--- src/rtl/rpj_pkg.sv ---
package rpj_pkg;

  typedef enum logic [1:0] {
    JUDGE_HOLD  = 2'd0,
    JUDGE_EARLY = 2'd1,
    JUDGE_LATE  = 2'd2
  } judge_e;

  // Alexander-style vote on one data-edge-data triplet
  function automatic judge_e judge(input logic da, input logic de, input logic db);
    if (da == db)      return JUDGE_HOLD;
    else if (de != da) return JUDGE_LATE;
    else               return JUDGE_EARLY;
  endfunction

  // Signed scaled vote for the loop filter
  function automatic int scaled(input judge_e j, input int gain);
    case (j)
      JUDGE_LATE:  return gain;
      JUDGE_EARLY: return -gain;
      default:     return 0;
    endcase
  endfunction

endpackage

--- src/rtl/rpj_rotor.sv ---
module rpj_rotor #(
  parameter int LANES = 4,
  parameter int DIV   = 32
) (
  input  logic             clk,
  input  logic             rst,
  output logic [LANES-1:0] sel_o,
  output logic             wrap_o
);
  localparam int DW = (DIV > 1) ? $clog2(DIV) : 1;
  localparam int IW = (LANES > 1) ? $clog2(LANES) : 1;

  logic [DW-1:0] div_q;
  logic [IW-1:0] idx_q;
  logic [LANES-1:0] sel_rot;

  assign wrap_o = (div_q == DW'(DIV - 1));

  always_ff @(posedge clk) begin
    if (rst) begin
      div_q <= '0;
      idx_q <= '0;
    end else if (wrap_o) begin
      div_q <= '0;
      idx_q <= (idx_q == IW'(LANES - 1)) ? '0 : idx_q + 1'b1;
    end else begin
      div_q <= div_q + 1'b1;
    end
  end

  // 2-to-4 style decoder, one line per lane
  for (genvar k = 0; k < LANES; k++) begin : g_dec
    assign sel_o[k] = (idx_q == IW'(k));
  end

  assign sel_rot = {sel_o[LANES-2:0], sel_o[LANES-1]};

  a_r2_sel_onehot: assert property (@(posedge clk) disable iff (rst)
    $countones(sel_o) == 1);

  a_r3_rotate_order: assert property (@(posedge clk) disable iff (rst)
    !$stable(sel_o) |-> sel_o == $past(sel_rot));

  a_r4_change_on_wrap: assert property (@(posedge clk) disable iff (rst)
    !$stable(sel_o) |-> $past(wrap_o));

  a_r4_wrap_moves: assert property (@(posedge clk) disable iff (rst)
    wrap_o |=> !$stable(sel_o));

endmodule

--- src/rtl/rpj_pick.sv ---
module rpj_pick #(
  parameter int LANES = 4
) (
  input  logic               clk,
  input  logic               rst,
  input  logic [2*LANES-1:0] samp_i,
  input  logic [LANES-1:0]   sel_i,
  output logic               da_o,
  output logic               de_o,
  output logic               db_o
);
  localparam int NS = 2 * LANES;

  logic prev_d_q, prev_e_q;
  logic [LANES-1:0] lane_da, lane_de, lane_db;

  always_ff @(posedge clk) begin
    if (rst) begin
      prev_d_q <= 1'b0;
      prev_e_q <= 1'b0;
    end else begin
      prev_d_q <= samp_i[NS-2];
      prev_e_q <= samp_i[NS-1];
    end
  end

  for (genvar k = 0; k < LANES; k++) begin : g_lane
    if (k < LANES - 1) begin : g_inner
      assign lane_da[k] = samp_i[2*k];
      assign lane_de[k] = samp_i[2*k+1];
      assign lane_db[k] = samp_i[2*k+2];
    end else begin : g_wrap
      assign lane_da[k] = prev_d_q;
      assign lane_de[k] = prev_e_q;
      assign lane_db[k] = samp_i[0];
    end
  end

  assign da_o = |(lane_da & sel_i);
  assign de_o = |(lane_de & sel_i);
  assign db_o = |(lane_db & sel_i);

  a_r5_wrap_uses_held: assert property (@(posedge clk) disable iff (rst)
    sel_i[LANES-1] && !$past(rst) |-> da_o == $past(samp_i[NS-2]) && de_o == $past(samp_i[NS-1]));

endmodule

--- src/rtl/rpj_judge.sv ---
module rpj_judge #(
  parameter int GAIN   = 4,
  parameter int CODE_W = 4
) (
  input  logic                     clk,
  input  logic                     rst,
  input  logic                     da_i,
  input  logic                     de_i,
  input  logic                     db_i,
  output logic                     early_o,
  output logic                     late_o,
  output logic signed [CODE_W-1:0] code_o
);
  import rpj_pkg::*;

  judge_e vote;
  assign vote = judge(da_i, de_i, db_i);

  always_ff @(posedge clk) begin
    if (rst) begin
      early_o <= 1'b0;
      late_o  <= 1'b0;
      code_o  <= '0;
    end else begin
      early_o <= (vote == JUDGE_EARLY);
      late_o  <= (vote == JUDGE_LATE);
      code_o  <= CODE_W'(scaled(vote, GAIN));
    end
  end

  a_r6_hold_no_edge: assert property (@(posedge clk) disable iff (rst)
    $past(da_i == db_i) |-> code_o == 0 && !early_o && !late_o);

  a_r7_late_sign: assert property (@(posedge clk) disable iff (rst)
    late_o |-> code_o == CODE_W'(GAIN) && !early_o);

  a_r8_early_sign: assert property (@(posedge clk) disable iff (rst)
    early_o |-> code_o == CODE_W'(-GAIN) && !late_o);

  a_r9_one_cycle: assert property (@(posedge clk) disable iff (rst)
    $past(da_i != db_i && de_i == da_i) && !$past(rst) |-> early_o);

endmodule

--- src/rtl/rot_phase_judge.sv ---
module rot_phase_judge #(
  parameter int LANES  = 4,
  parameter int DIV    = 32,
  parameter int GAIN   = 4,
  parameter int CODE_W = 4
) (
  input  logic                     clk,
  input  logic                     rst,
  input  logic [2*LANES-1:0]       samp_i,
  output logic [LANES-1:0]         sel_o,
  output logic                     early_o,
  output logic                     late_o,
  output logic signed [CODE_W-1:0] code_o
);
  logic wrap;
  logic da, de, db;

  rpj_rotor #(.LANES(LANES), .DIV(DIV)) u_rotor (
    .clk(clk), .rst(rst), .sel_o(sel_o), .wrap_o(wrap)
  );

  rpj_pick #(.LANES(LANES)) u_pick (
    .clk(clk), .rst(rst), .samp_i(samp_i), .sel_i(sel_o),
    .da_o(da), .de_o(de), .db_o(db)
  );

  rpj_judge #(.GAIN(GAIN), .CODE_W(CODE_W)) u_judge (
    .clk(clk), .rst(rst), .da_i(da), .de_i(de), .db_i(db),
    .early_o(early_o), .late_o(late_o), .code_o(code_o)
  );

  a_r1_reset_state: assert property (@(posedge clk)
    $past(rst) |-> sel_o == LANES'(1) && code_o == 0 && !early_o && !late_o);

endmodule

--- config.mk ---
export PLATFORM = sky130hd
export DESIGN_NAME = rot_phase_judge
export DESIGN_NICKNAME = d
export VERILOG_FILES = /design/src/rtl/rpj_pkg.sv /design/src/rtl/rpj_rotor.sv /design/src/rtl/rpj_pick.sv /design/src/rtl/rpj_judge.sv /design/src/rtl/rot_phase_judge.sv
export SDC_FILE = /design/constraint.sdc
export NUM_CORES = 1
export LEC_CHECK = 0
export BUFFER_PORTS_ARGS = -buffer_cell sky130_fd_sc_hd__buf_2
export CAP_MARGIN = 0
export CORE_MARGIN = 5
export CORE_UTILIZATION = 30
export CTS_BUF_LIST = sky130_fd_sc_hd__clkbuf_8 sky130_fd_sc_hd__clkbuf_16
export DETAILED_ROUTE_END_ITERATION = 7
export PLACE_DENSITY = 0.59
export REMOVE_ABC_BUFFERS = 1
export SYNTH_ARGS = -nofsm -noshare
export SYNTH_HDL_FRONTEND = slang
export SYNTH_HIERARCHICAL = 1
export SYNTH_SLANG_ARGS = --single-unit
--- constraint.sdc ---
create_clock -name clk -period 1.6 [get_ports clk]
set_input_delay 0.16 -clock clk [delete_from_list [all_inputs] [get_ports clk]]
set_output_delay 0.16 -clock clk [all_outputs]
set_load 0.02 [all_outputs]
==> results.json <==
{
  "cts_num_sinks": 12,
  "gp_routability_congestion": 0.6489,
  "synth_cell_type_count": 24,
  "period_needed_ns": 1.475,
  "drtIter0Drc": 9,
  "antenna_cells_inserted": 0,
  "die_h_um": 54.18,
  "timing.final.max_slew_violations": 0,
  "cap_viol_max_count": 0,
  "cts_buf_count": 3,
  "ys_top_cells_by_area": "dfxtp_1 (41%), ha_1 (15%), a22oi_1 (7.7%)",
  "syn_area_um2": 585.6,
  "netlist.top_cell.by_area": "dfxtp_1",
  "io_pins": 20,
  "cp_cell_sequence": "ha_1 -> and3_1 -> ha_1 -> or3b_1 -> a21oi_2",
  "ys_seq_area_share_pct": 41.03,
  "postRouteWirelength_mm": 1.094,
  "clock_tree.buffer_depth": 2,
  "timing.critical_path.required_ns": 1.76,
  "critical-path-top-cell-by-count": "ha_1",
  "grt_setup_unrepaired": "false",
  "port_buffers": 17,
  "leakage_nw": 0.3352,
  "yosys.area.top_type_share_pct": 41.03,
  "mostFrequentLayoutCell": "buf_2",
  "max_stage_delay_ns": 0.37,
  "worst_ir_drop_vdd_mv": 0.5619,
  "synth.yosys.warnings": 6,
  "final_core_utilization_pct": 38.03,
  "antenna_violating_nets_post_route": 0,
  "clock-root-buffer": "clkbuf_8",
  "flops_latches_synth": 12,
  "critPathSlowestCell": "or3b_1",
  "placementRows": 16,
  "floorplan.die_area_um2": 2935,
  "overflow": 0,
  "fin_skew_ns": 0.005393,
  "path_class": "flop to flop",
  "initial_core_util_pct": 30.79,
  "place_ws_ns": 0.1359,
  "worst-path-buf-inv": 0,
  "synthesis.instances": 59,
  "critical-path-top-delay-family": "simple AND/OR/NAND/NOR gates",
  "drive_gt1_share_pct": 30.26,
  "outcome": "completed",
  "power_uw": 641.0,
  "startpoint_type": "flop",
  "timing.final.hold_violations": 0,
  "layout_setup_ws_ns": 0.1253,
  "nets_final": 95,
  "core_um2": 1902,
  "crit_arrival_ns": 1.64,
  "route.detailed.wl_per_inst_um": 10.62,
  "routed_via_density": 4.456,
  "p_per_cell_area_nw_per_um2": 886.3,
  "grt_first_pass_wirelength_mm": 1.731,
  "cts_htree_levels": 1,
  "worst_skew_pair_latency_ns": 0.23,
  "mostFrequentLayoutCells": "buf_2 (17), dfxtp_1 (11), ha_1 (7)",
  "dp_hpwl_um": 835.6,
  "antenna_found_initial": 0,
  "global_route.usage.total_pct": 8.584,
  "post-route-drc-count": 0,
  "firstDrtPassIters": 4,
  "grt_start_max_net_pins": 14,
  "place.detailed.instances": 100,
  "critPathMaxFanout": 3,
  "nFillCells": 203,
  "multi_input_area_um2": 314.1,
  "maxClockFrequency_ghz": 0.6781,
  "finalCritPeriodShare_pct": 92.17,
  "clkTransAtPathRegs_ns": 0.05,
  "number_of_global_route_vias_before_repair": 424,
  "setup_tns_ns": 0,
  "cts_tree": "yes",
  "setup-violations-final": 0,
  "area_growth_pct": 23.50,
  "finalNonFillerCells": 103,
  "hp-class": "input pin to flop",
  "crit_path_end_kind": "flop",
  "ff_latch_area_um2": 241.5,
  "cts_hold_repair.buffers": 0,
  "total_number_of_vias": 459,
  "post_synth.cell_area_avg_um2": 9.925,
  "chipWidth_um": 54.18
}
==> synthesized netlist by cell type, drive strengths merged <==
library cell and n:
dfxtp 12, or3b 1, nor3b 3, mux2 1, nor2b 2, or2 1
nor3 3, nand2b 3, conb 1, mux2i 1, a22oi 6, o22ai 2
and3 1, nand2 3, nor2 1, xnor2 1, nand3 1, ha 7
inv 2, or2b 1, buf 4, a21oi 2
==> per-stage QoR <==
| step | hold WS, ns | area (um2) |
|---|---|---|
| after floorplan | 0.2224 | 561.8 |
| after global placement | 0.3684 | 680.7 |
| after detailed placement | 0.3746 | 680.7 |
| after CTS | 0.1251 | 721.9 |
| after global routing | 0.1331 | 723.2 |
| final | 0.1305 | 723.2 |
==> power breakdown <==
group	switching [mW]	leakage [nW]	internal [mW]	total [mW]
registers	0.00587	0.0989	0.313	0.319
logic	0.0326	0.215	0.0263	0.0590
clock network	0.0984	0.0216	0.165	0.263
total	0.137	0.335	0.504	0.641
==> logic make-up (layout without fill, tap and decap cells) <==
| kind of cell | after synthesis | count (layout) | share of synthesized area [%] |
|---|---|---|---|
| muxes | 2 | 2 | 3.632 |
| DFF | 12 | 12 | 41.03 |
| and+or+nand+nor | 20 | 20 | 20.08 |
| adders and majority gates | 7 | 7 | 14.96 |
| xor gates and xnor gates | 1 | 1 | 1.496 |
| buffers and inverters | 6 | 22 | 5.982 |
| AOI/OAI and AO/OA | 10 | 10 | 12.18 |
| other | 1 | 2 | 0.6404 |
==> sequential cells by signal, summed over array words and instances (netlist names) <==
signal and count:
u_pick/prev_d_q 1, u_rotor/div_q 5, u_pick/prev_e_q 1, u_judge/early_o 1, u_rotor/idx_q 2, u_judge/late_o 1
u_judge/code_o 1
==> layer usage <==
| metal | vias to the layer above | share of wire [%] | track usage (%) |
|---|---|---|---|
| met5 | - | 0 | 0 |
| met2 | 13 | 49 | 14.74 |
| met3 | 2 | 8.5 | 4.432 |
| met1 | 210 | 40 | 8.072 |
| met4 | 0 | 2.0 | 4.979 |
| li1 | 234 | - | - |
==> final timing paths <==
check                                       from                to  slack (ns)  depth (start not counted)
worst max-delay path            u_rotor/div_q[0]  u_rotor/idx_q[0]        0.13                          5
worst max register to register  u_rotor/div_q[0]  u_rotor/idx_q[0]        0.13                          5
worst min-delay path                   samp_i[7]   u_pick/prev_e_q        0.13                          2
worst min register to register  u_rotor/div_q[0]  u_rotor/div_q[0]        0.46                          1
==> area by class of cell <==
type | instances | share of cell area (%)
clock buffers | 3 | 5.709
inverters | 2 | 1.038
multi-input cells | 42 | 43.43
flip-flops and latches | 12 | 33.39
well taps | 27 | 4.671
repair buffers | 17 | 11.76
==> repair_timing <==
item | 4_1_cts | 5_1_grt
setup endpoints to repair | 0 | 1
setup buffers | 0 | 0
hold endpoints to repair | 0 | 0
gates resized for setup | 0 | 1
(Power assumes the default switching activity.)
